<file path="src/rtl/casc_pwm_pkg.sv">
`timescale 1ns/1ps
package casc_pwm_pkg;
  localparam int NDIV     = 4;        // divided ticks /2 .. /2**NDIV
  localparam int SEL_W    = 3;
  localparam int SEL_SLOW = NDIV + 1;
  localparam int CTRL_W   = 7;
  localparam int CB_EN    = 0;
  localparam int CB_OE    = 1;
  localparam int CB_SEL   = 2;
  localparam int CB_MODE  = 5;
  localparam logic [1:0] FLD_LO   = 2'd0;
  localparam logic [1:0] FLD_HI   = 2'd1;
  localparam logic [1:0] FLD_CTRL = 2'd2;
  localparam logic [1:0] FLD_FLAG = 2'd3;

  typedef enum logic [1:0] {
    PM_SPLIT = 2'd0,
    PM_WIDE  = 2'd1,
    PM_PRESC = 2'd2
  } pair_mode_e;

  function automatic pair_mode_e decode_mode(input logic [1:0] raw);
    case (raw)
      2'd1:    return PM_WIDE;
      2'd2:    return PM_PRESC;
      default: return PM_SPLIT;
    endcase
  endfunction

  // choose the count tick of one channel
  function automatic logic pick_tick(input logic [SEL_W-1:0] sel,
                                     input logic [NDIV:0] tk,
                                     input logic slow);
    logic t;
    t = 1'b0;
    for (int k = 0; k <= NDIV; k++)
      if (sel == SEL_W'(k)) t = tk[k];
    if (sel == SEL_W'(SEL_SLOW)) t = slow;
    return t;
  endfunction
endpackage

</file>
<file path="src/rtl/casc_pwm_tickgen.sv">
`timescale 1ns/1ps
module casc_pwm_tickgen
  import casc_pwm_pkg::*;
(
  input  logic          clk,
  input  logic          rst_n,
  output logic [NDIV:0] tick_vec
);
  logic [NDIV-1:0] div_cnt;

  always_ff @(posedge clk or negedge rst_n) begin
    if (!rst_n) div_cnt <= '0;
    else        div_cnt <= div_cnt + NDIV'(1);
  end

  assign tick_vec[0] = 1'b1;
  for (genvar k = 1; k <= NDIV; k++) begin : g_div
    assign tick_vec[k] = &div_cnt[k-1:0];
  end
endmodule

</file>
<file path="src/rtl/casc_pwm_regs.sv">
`timescale 1ns/1ps
module casc_pwm_regs
  import casc_pwm_pkg::*;
#(
  parameter int NCH = 8,
  parameter int CW  = 8,
  parameter int AW  = 5
) (
  input  logic                           clk,
  input  logic                           rst_n,
  input  logic                           wr_en,
  input  logic [AW-1:0]                  wr_addr,
  input  logic [CW-1:0]                  wr_data,
  output logic [NCH-1:0][CW-1:0]         lo_rl,
  output logic [NCH-1:0][CW-1:0]         hi_rl,
  output logic [NCH-1:0]                 ch_en,
  output logic [NCH-1:0]                 pin_en,
  output logic [NCH-1:0][SEL_W-1:0]      csel,
  output logic [NCH-1:0][1:0]            mode_bits,
  output logic [NCH-1:0]                 flag_clr
);
  localparam int CIW = AW - 2;

  logic [1:0] fld;
  assign fld = wr_addr[1:0];

  for (genvar c = 0; c < NCH; c++) begin : g_ch
    logic              hit;
    logic [CW-1:0]     lo_q, hi_q;
    logic [CTRL_W-1:0] ctrl_q;

    assign hit = wr_en && (wr_addr[AW-1:2] == CIW'(c));

    always_ff @(posedge clk or negedge rst_n) begin
      if (!rst_n) begin
        lo_q   <= '0;
        hi_q   <= '0;
        ctrl_q <= '0;
      end else if (hit) begin
        case (fld)
          FLD_LO:   lo_q   <= wr_data;
          FLD_HI:   hi_q   <= wr_data;
          FLD_CTRL: ctrl_q <= wr_data[CTRL_W-1:0];
          default:  ;
        endcase
      end
    end

    assign lo_rl[c]     = lo_q;
    assign hi_rl[c]     = hi_q;
    assign ch_en[c]     = ctrl_q[CB_EN];
    assign pin_en[c]    = ctrl_q[CB_OE];
    assign csel[c]      = ctrl_q[CB_SEL +: SEL_W];
    assign mode_bits[c] = ctrl_q[CB_MODE +: 2];
    assign flag_clr[c]  = hit && (fld == FLD_FLAG) && !wr_data[0];
  end
endmodule

</file>
<file path="src/rtl/casc_pwm_pair.sv">
`timescale 1ns/1ps
module casc_pwm_pair
  import casc_pwm_pkg::*;
#(
  parameter int CW = 8
) (
  input  logic                  clk,
  input  logic                  rst_n,
  input  logic [NDIV:0]         tick_vec,
  input  logic                  slow_tick,
  input  logic [1:0][CW-1:0]    lo_rl,
  input  logic [1:0][CW-1:0]    hi_rl,
  input  logic [1:0]            ch_en,
  input  logic [1:0][SEL_W-1:0] csel,
  input  logic [1:0]            mode_raw,
  input  logic                  pin_en,
  input  logic [1:0]            flag_clr,
  output logic                  wave,
  output logic [1:0]            flag,
  output logic [1:0]            lvl,
  output logic [1:0]            start,
  output logic [1:0]            uflow,
  output logic [1:0]            hl_evt,
  output logic [1:0]            active,
  output logic [1:0]            tick_ch,
  output logic [1:0]            pmode
);
  localparam int WW = 2 * CW;

  // reload for the phase that follows the current level
  function automatic logic [CW-1:0] next_rl(input logic cur_high,
                                            input logic [CW-1:0] lo,
                                            input logic [CW-1:0] hi);
    return cur_high ? lo : hi;
  endfunction

  function automatic logic [WW-1:0] next_rl_w(input logic cur_high,
                                              input logic [WW-1:0] lo,
                                              input logic [WW-1:0] hi);
    return cur_high ? lo : hi;
  endfunction

  pair_mode_e mode;
  logic       wide, presc;
  logic [CW-1:0] cnt_e, cnt_o, nx_e, nx_o;
  logic          lvl_e, lvl_o, nx_lvl_e, nx_lvl_o;
  logic          run_e, run_o;
  logic          en_e, en_o, tk_e, tk_o, st_e, st_o, uf_e, uf_o;
  logic          flag_e, flag_o;
  logic [WW-1:0] wide_cnt, wide_lo, wide_hi;

  assign mode  = decode_mode(mode_raw);
  assign wide  = (mode == PM_WIDE);
  assign presc = (mode == PM_PRESC);

  assign wide_cnt = {cnt_o, cnt_e};
  assign wide_lo  = {lo_rl[1], lo_rl[0]};
  assign wide_hi  = {hi_rl[1], hi_rl[0]};

  assign en_e = wide ? ch_en[1] : ch_en[0];
  assign en_o = ch_en[1];
  assign st_e = en_e & ~run_e;
  assign st_o = en_o & ~run_o;

  assign tk_e = pick_tick(csel[0], tick_vec, slow_tick);
  assign uf_e = ~wide & tk_e & run_e & en_e & (cnt_e == '0);
  assign tk_o = wide  ? tk_e :
                presc ? uf_e : pick_tick(csel[1], tick_vec, slow_tick);
  assign uf_o = tk_o & run_o & en_o &
                (wide ? (wide_cnt == '0) : (cnt_o == '0));

  always_comb begin
    nx_e     = cnt_e;
    nx_o     = cnt_o;
    nx_lvl_e = lvl_e;
    nx_lvl_o = lvl_o;
    if (wide) begin
      nx_lvl_e = 1'b0;
      if (!en_o) begin
        nx_lvl_o = 1'b0;
      end else if (st_o) begin
        {nx_o, nx_e} = wide_lo;
        nx_lvl_o     = 1'b0;
      end else if (uf_o) begin
        {nx_o, nx_e} = next_rl_w(lvl_o, wide_lo, wide_hi);
        nx_lvl_o     = ~lvl_o;
      end else if (tk_o) begin
        {nx_o, nx_e} = wide_cnt - WW'(1);
      end
    end else begin
      // even counter: channel or prescaler
      if (!en_e) begin
        nx_lvl_e = 1'b0;
      end else if (st_e) begin
        nx_e     = lo_rl[0];
        nx_lvl_e = 1'b0;
      end else if (uf_e) begin
        nx_e     = presc ? lo_rl[0] : next_rl(lvl_e, lo_rl[0], hi_rl[0]);
        nx_lvl_e = presc ? 1'b0 : ~lvl_e;
      end else if (tk_e) begin
        nx_e = cnt_e - CW'(1);
      end
      // odd counter
      if (!en_o) begin
        nx_lvl_o = 1'b0;
      end else if (st_o) begin
        nx_o     = lo_rl[1];
        nx_lvl_o = 1'b0;
      end else if (uf_o) begin
        nx_o     = next_rl(lvl_o, lo_rl[1], hi_rl[1]);
        nx_lvl_o = ~lvl_o;
      end else if (tk_o) begin
        nx_o = cnt_o - CW'(1);
      end
    end
  end

  always_ff @(posedge clk or negedge rst_n) begin
    if (!rst_n) begin
      cnt_e  <= '0;
      cnt_o  <= '0;
      lvl_e  <= 1'b0;
      lvl_o  <= 1'b0;
      run_e  <= 1'b0;
      run_o  <= 1'b0;
      flag_e <= 1'b0;
      flag_o <= 1'b0;
    end else begin
      cnt_e  <= nx_e;
      cnt_o  <= nx_o;
      lvl_e  <= nx_lvl_e;
      lvl_o  <= nx_lvl_o;
      run_e  <= en_e;
      run_o  <= en_o;
      flag_e <= (uf_e & lvl_e) | (flag_e & ~flag_clr[0]);
      flag_o <= (uf_o & lvl_o) | (flag_o & ~flag_clr[1]);
    end
  end

  assign wave    = pin_en & lvl_o;
  assign flag    = {flag_o, flag_e};
  assign lvl     = {lvl_o, lvl_e};
  assign start   = {st_o, st_e};
  assign uflow   = {uf_o, uf_e};
  assign hl_evt  = {uf_o & lvl_o, uf_e & lvl_e};
  assign active  = {run_o, run_e};
  assign tick_ch = {tk_o, tk_e};
  assign pmode   = mode;
endmodule

</file>
<file path="src/rtl/casc_pwm.sv">
`timescale 1ns/1ps
module casc_pwm
  import casc_pwm_pkg::*;
#(
  parameter  int NCH   = 8,
  parameter  int CW    = 8,
  localparam int AW    = $clog2(NCH) + 2,
  localparam int NPAIR = NCH / 2
) (
  input  logic             clk,
  input  logic             rst_n,
  input  logic             slow_tick,
  input  logic             wr_en,
  input  logic [AW-1:0]    wr_addr,
  input  logic [CW-1:0]    wr_data,
  output logic [NPAIR-1:0] wave,
  output logic [NCH-1:0]   irq
);
  logic [NDIV:0]                tick_vec;
  logic [NCH-1:0][CW-1:0]       lo_rl, hi_rl;
  logic [NCH-1:0]               ch_en, pin_en, flag_clr;
  logic [NCH-1:0][SEL_W-1:0]    csel;
  logic [NCH-1:0][1:0]          mode_bits;
  // named internal events, observed by the checker
  logic [NCH-1:0]               ch_lvl, ch_start, ch_uflow, ch_hl, ch_active, ch_tick;
  logic [NPAIR-1:0][1:0]        pr_mode;

  casc_pwm_tickgen u_tick (
    .clk      (clk),
    .rst_n    (rst_n),
    .tick_vec (tick_vec)
  );

  casc_pwm_regs #(.NCH(NCH), .CW(CW), .AW(AW)) u_regs (
    .clk       (clk),
    .rst_n     (rst_n),
    .wr_en     (wr_en),
    .wr_addr   (wr_addr),
    .wr_data   (wr_data),
    .lo_rl     (lo_rl),
    .hi_rl     (hi_rl),
    .ch_en     (ch_en),
    .pin_en    (pin_en),
    .csel      (csel),
    .mode_bits (mode_bits),
    .flag_clr  (flag_clr)
  );

  for (genvar p = 0; p < NPAIR; p++) begin : g_pair
    casc_pwm_pair #(.CW(CW)) u_pair (
      .clk       (clk),
      .rst_n     (rst_n),
      .tick_vec  (tick_vec),
      .slow_tick (slow_tick),
      .lo_rl     (lo_rl[2*p+1:2*p]),
      .hi_rl     (hi_rl[2*p+1:2*p]),
      .ch_en     (ch_en[2*p+1:2*p]),
      .csel      (csel[2*p+1:2*p]),
      .mode_raw  (mode_bits[2*p]),
      .pin_en    (pin_en[2*p+1]),
      .flag_clr  (flag_clr[2*p+1:2*p]),
      .wave      (wave[p]),
      .flag      (irq[2*p+1:2*p]),
      .lvl       (ch_lvl[2*p+1:2*p]),
      .start     (ch_start[2*p+1:2*p]),
      .uflow     (ch_uflow[2*p+1:2*p]),
      .hl_evt    (ch_hl[2*p+1:2*p]),
      .active    (ch_active[2*p+1:2*p]),
      .tick_ch   (ch_tick[2*p+1:2*p]),
      .pmode     (pr_mode[p])
    );
  end
endmodule

</file>
<file path="config.mk">
export PLATFORM = sky130hd
export DESIGN_NAME = casc_pwm
export DESIGN_NICKNAME = d
export VERILOG_FILES = /design/src/rtl/casc_pwm_pkg.sv /design/src/rtl/casc_pwm_tickgen.sv /design/src/rtl/casc_pwm_regs.sv /design/src/rtl/casc_pwm_pair.sv /design/src/rtl/casc_pwm.sv
export SDC_FILE = /design/constraint.sdc
export NUM_CORES = 1
export LEC_CHECK = 0
export CORE_ASPECT_RATIO = 1.75
export CORE_MARGIN = 3
export CORE_UTILIZATION = 55
export CTS_CLUSTER_SIZE = 8
export DETAILED_ROUTE_END_ITERATION = 8
export GPL_TIMING_DRIVEN = 1
export PLACE_DENSITY = 0.82
export SYNTH_ARGS = -nofsm -noshare
export SYNTH_HDL_FRONTEND = slang
export SYNTH_HIERARCHICAL = 1
export SYNTH_SLANG_ARGS = --single-unit
</file>
<file path="constraint.sdc">
create_clock -name clk -period 6.55 [get_ports clk]
set_input_delay 1.6375 -clock clk [delete_from_list [all_inputs] [get_ports clk]]
set_output_delay 1.6375 -clock clk [all_outputs]
set_load 0.05 [all_outputs]
</file>
; ---- Word level (Yosys, flattened, before mapping)
; Cells that the tools add are included.
[word_totals]
wordCells = 526
reg_bits = 268
input_bits = 17
[classes]
n_reduce_logical = 94
n_eq_ne = 82
mux = 188
bitwise_logic = 92
n_addsub = 13
[ops]
columns = cell, n
row1 = $mux 8, 84
row2 = $mux 1, 96
row3 = $logic_not 16->1, 4
row4 = $logic_not 8->1, 8
row5 = $mux 16, 4
row6 = $sub 16x1->16 const B, 4
row7 = $sub 8x1->8 const B, 8
row8 = $eq 3x3->1 const B, 20
row9 = $reduce_and 2->1, 29
row10 = $and 1x1->1, 56
row11 = $eq 3x2->1 const B, 18
row12 = $not 1->1, 28
row13 = $eq 3x1->1 const B, 9
row14 = $logic_not 3->1, 9
row15 = $logic_and 1x1->1, 24
row16 = $eq 2x2->1 const B, 10
row17 = $reduce_and 4->1, 5
row18 = $eq 2x1->1 const B, 9
row19 = $ne 4x3->1 const B, 4
row20 = $ne 4x4->1 const B, 4
row21 = $pmux 2 s2, 4
row22 = $reduce_bool 4->1, 4
row23 = $ne 3x1->1 const B, 4
row24 = $reduce_bool 3->1, 4
row25 = other kinds (7), 20

; ---- Logic depth before layout (Yosys ltp)
[depth]
ltp_word = 20
depth_mapped = 11
mapped_depth_nobuf = 9

; ---- By module
; The synthesis kept the hierarchy.
[by_module_without_submodules]
columns = mod, instances, seq_area_each_um2, area_per_inst_um2, cells_per_inst
row1 = casc_pwm_regs, 1, 4604.4, 7193.1, 439
row2 = casc_pwm_pair at g_pair[0].u_pair ..., 3, 550.5, 2297.2, 289
row3 = casc_pwm_pair at g_pair[3].u_pair, 1, 550.5, 2205.9, 263
row4 = casc_pwm_tickgen, 1, 100.1, 167.7, 13

; ---- Worst setup path before layout
; Ideal clock, no wire load.
[synth_timing]
kind = input -> register
from = input port slow_tick
to = register g_pair[3].u_pair.cnt_o[3]
n_path_buf = 1
path_slack_ns = 3.076
setup_time_ns = 0.104
path_stages = 7
required_time_ns = 6.446
arrival_time_ns = 3.371
cell_sequence = mux4_2 > a22oi_1 > o32a_2 > buf_6 > nor3_2 > mux2_2 > a221oi_1
[synth_between]
elab_chain_cells = 14
[synth_rtl]
columns = item, line
row1 = start: declaration, casc_pwm.sv:12  ; input logic slow_tick,
row2 = $mux 1, casc_pwm_pkg.sv:38  ; if (sel == SEL_W'(SEL_SLOW)) t = slow;
row3 = $and 1x1->1 (4 in a row), casc_pwm_pair.sv:66  ; assign uf_e = ~wide & tk_e & run_e & en_e & (cnt_e == '0);
row4 = $mux 1, casc_pwm_pair.sv:68  ; presc ? uf_e : pick_tick(csel[1], tick_vec, slow_tick);
row5 = $mux 1 (*), casc_pwm_pair.sv:67  ; assign tk_o = wide ? tk_e :
row6 = $and 1x1->1 (3 in a row), casc_pwm_pair.sv:69  ; assign uf_o = tk_o & run_o & en_o &
row7 = $mux 8 (on tied branches), "casc_pwm_pair.sv:109, casc_pwm_pair.sv:84"
row8 = $mux 8 (on tied branches), "casc_pwm_pair.sv:106, casc_pwm_pair.sv:81"
row9 = $mux 8 (on tied branches), "casc_pwm_pair.sv:104, casc_pwm_pair.sv:79"
row10 = $mux 8, casc_pwm_pair.sv:77  ; if (wide) begin
row11 = end signal: assignment, casc_pwm_pair.sv:130  ; cnt_o <= nx_o;
row12 = end: declaration, casc_pwm_pair.sv:45  ; logic [CW-1:0] cnt_e, cnt_o, nx_e, nx_o;
; Every way passes the cells marked *; elsewhere a longest branch is shown, timed or not. The select of a mux whose other input is x is not followed.
; A chain may end at the register's enable or synchronous reset.

; ---- Final worst setup path
[layout_timing]
from = input port slow_tick
to = register g_pair[0].u_pair.cnt_e[5]
[layout_between]
elab_chain_cells = 14
[layout_rtl]
columns = item, line
row1 = $mux 1, casc_pwm_pkg.sv:38
row2 = $and 1x1->1 (4 in a row), casc_pwm_pair.sv:66
row3 = $mux 1, casc_pwm_pair.sv:68
row4 = $mux 1, casc_pwm_pair.sv:67
row5 = $and 1x1->1 (3 in a row), casc_pwm_pair.sv:69
row6 = $mux 8, casc_pwm_pair.sv:84  ; end else if (uf_o) begin
row7 = $mux 8, casc_pwm_pair.sv:81  ; end else if (st_o) begin
row8 = $mux 8, casc_pwm_pair.sv:79  ; if (!en_o) begin
row9 = $mux 8, casc_pwm_pair.sv:77
row10 = end signal: assignment, casc_pwm_pair.sv:129  ; cnt_e <= nx_e;
row11 = end: declaration, casc_pwm_pair.sv:45
; Several ways; a longest one is shown, not always the timed one. The select of a mux whose other input is x is not followed.

==> metrics.cfg <==
[clocking]
cts_hold_buf = 0
cts_buffers = 38
clock_sinks = 264
postCtsSetupBuffers = 0
root_buffer = clkbuf_16
cts_tree = done
clk_pin_slew_worst_paths_ns = 0.05
clkLatencyLatePin_ns = 0.52
h-tree-depth = 2
clock_path_buffers = 3
cts_resized = 0

[synthesis]
syn-num-nets = 1533
synth_area_sq_um = 15700
syn_area_per_cell_sq_um = 10.4
ys_warn_count = 6
synthCells = 1506

[sta]
finalMaxSlewViolations = 0
relSlewSlack_pct = 9.67
tns_ns = 0
setup_viol = 0
clock.fmax_mhz = 236
min_period_ns = 4.23
timing.final.ws_setup_ns = 2.32
worstMarginPinSlew_ns = 1.35
finalCritPeriodShare_pct = 64.6
finClkSkew_ns = 0.0211
hold_viol_final = 0
rsz0062_at_grt = no

[placed_design]
hpwl_microns = 27200
dp_slack_ns = 1.82
routabilityCongestion = 0.899
io_buffers = 28

[global_route]
grt_pass1_vias = 12900
antenna_found_initial = 1
grt_max_degree = 167
grt_overflow = 0
grt_pass1_wl_microns = 67500
grt_util_all_layers_pct = 27.1

[detailed_routing]
totalWireLength_microns = 41700
vias = 12400
drt_iter0_drc = 1021
avgRoutedWirePerCell_microns = 22.2
route.antenna.remaining_nets = 0
drt_pass1_iterations = 6
via_per_inst = 6.61
drc = 0

[finish]
ff_latch_area_sq_um = 6610
multi_input_area_sq_um = 8280
drive_above_1_share_pct = 21.9
fin_nets = 1527
nFillCells = 2229
area_growth_pct = 8.63

[setup_path]
critPathLaunchType = input port
crit_family = simple AND/OR/NAND/NOR gates
worstPathMaxFanout = 18
path_class = input port to flop
critPathRequiredTime_ns = 6.94
path_cells = clkdlybuf4s50_1, mux4_2, nand2b_1, a32oi_4, and3_1, a311oi_1, a221o_1
critPathBufInv = 1
arrival_ns = 4.62
critPathCaptureType = flop
slowest_delay_ns = 0.90
critPathSlowestCell = and3_1

[die]
row_count = 81
die_width_microns = 134
die_height_microns = 229
core_sq_um = 28000
die-area_sq_um = 30600
initial_utilization_pct = 55.9
num_io_pins = 29

[worst_hold_path]
min_path_type = flop to flop

[job]
maxCapViolCount = 0

[power_and_ir_drop]
power_density_nw_per_um2 = 388
leakage_nw = 7.37
ir_drop_v = 0.000179
power_mw = 6.59

[outcome]
status = complete, no violations

-- per-stage QoR --
step | utilization [%] | cells | cell area [sq um] | hold slack (ns)
detailed placement | 57.1 | 1833 | 16000 | 0.458
global placement | 57.1 | 1833 | 16000 | 0.455
CTS | 60.8 | 1874 | 17000 | 0.468
floorplan | - | 1506 | 15700 | 0.367
global route | 60.8 | 1874 | 17000 | 0.488
finish | 60.8 | 1875 | 17000 | 0.477
-- routing by layer --
metal	GRT usage [%]	share of wire, %	up-vias
met3	3.23	5.6	191
met4	15.5	5.9	2
met1	30.4	36	6143
li1	-	-	5460
met2	49.0	52	603
met5	0	0.029	-
-- path summary, 6_finish.rpt --
kind,start,endpoint,slack (ns),depth (start not counted)
max in group asynchronous,rst_n,u_regs/g_ch[3].lo_q[1],3.96,2
max reg2reg,u_tick/div_cnt[0],g_pair[0].u_pair/cnt_e[5],2.62,8
max,slow_tick,g_pair[0].u_pair/cnt_e[5],2.32,7
min,u_tick/div_cnt[3],u_tick/div_cnt[3],0.48,1
min reg2reg,u_tick/div_cnt[3],u_tick/div_cnt[3],0.48,1
min in group asynchronous,rst_n,u_regs/g_ch[7].lo_q[4],1.15,1
-- power by group --
part           switching (mW)  internal [mW]
sequential              0.474           2.04
combinational            1.26           1.07
clock                   0.667           1.09
-- cell type report --
cell class                      count  area share, %
Antenna cell                        1         0.0147
Clock buffer                       41           6.03
Inverter                           65           1.44
Multi-Input combinational cell   1093           48.7
Sequential cell                   264           38.9
Tap cell                          373           2.75
Timing Repair Buffer               38           2.19
-- placed cells by master, fill, tap and decap left out, types with 7 or more instances in the layout --
cell type and n:
ha_1 10, o311ai_0 11, mux2i_1 66, a21oi_1 54, o31ai_1 11, nand2b_1 27, nand2_1 125, o21a_1 10
nor4_1 16, nand4_1 11, clkbuf_16 41, a22oi_1 11, o221ai_1 16, xor2_1 12, nor2_1 117, a21o_1 7
clkdlybuf4s50_1 27, inv_1 59, xnor2_1 32, mux2_4 14, o211ai_1 9, or2_2 7, mux2_2 187, nand3_1 11
nor3b_1 7, nor2b_1 21, dfrtp_1 264, buf_4 9, nor3_1 39, nor2_2 7, and2_1 11, or3_1 30
a211oi_1 8, o21ai_0 53
-- flip-flops by register name (all words and copies together) (netlist names) --
| signal | cells |
|---|---|
| g_pair.u_pair/lvl_e | 4 |
| g_pair.u_pair/run_e | 4 |
| u_regs/g_ch.hi_q | 64 |
| g_pair.u_pair/flag_o | 4 |
| g_pair.u_pair/lvl_o | 4 |
| g_pair.u_pair/cnt_o | 32 |
| u_regs/g_ch.lo_q | 64 |
| g_pair.u_pair/cnt_e | 32 |
| g_pair.u_pair/flag_e | 4 |
| u_tick/div_cnt | 4 |
| g_pair.u_pair/run_o | 4 |
| u_regs/g_ch.ctrl_q | 44 |
(Power assumes the default switching activity.)
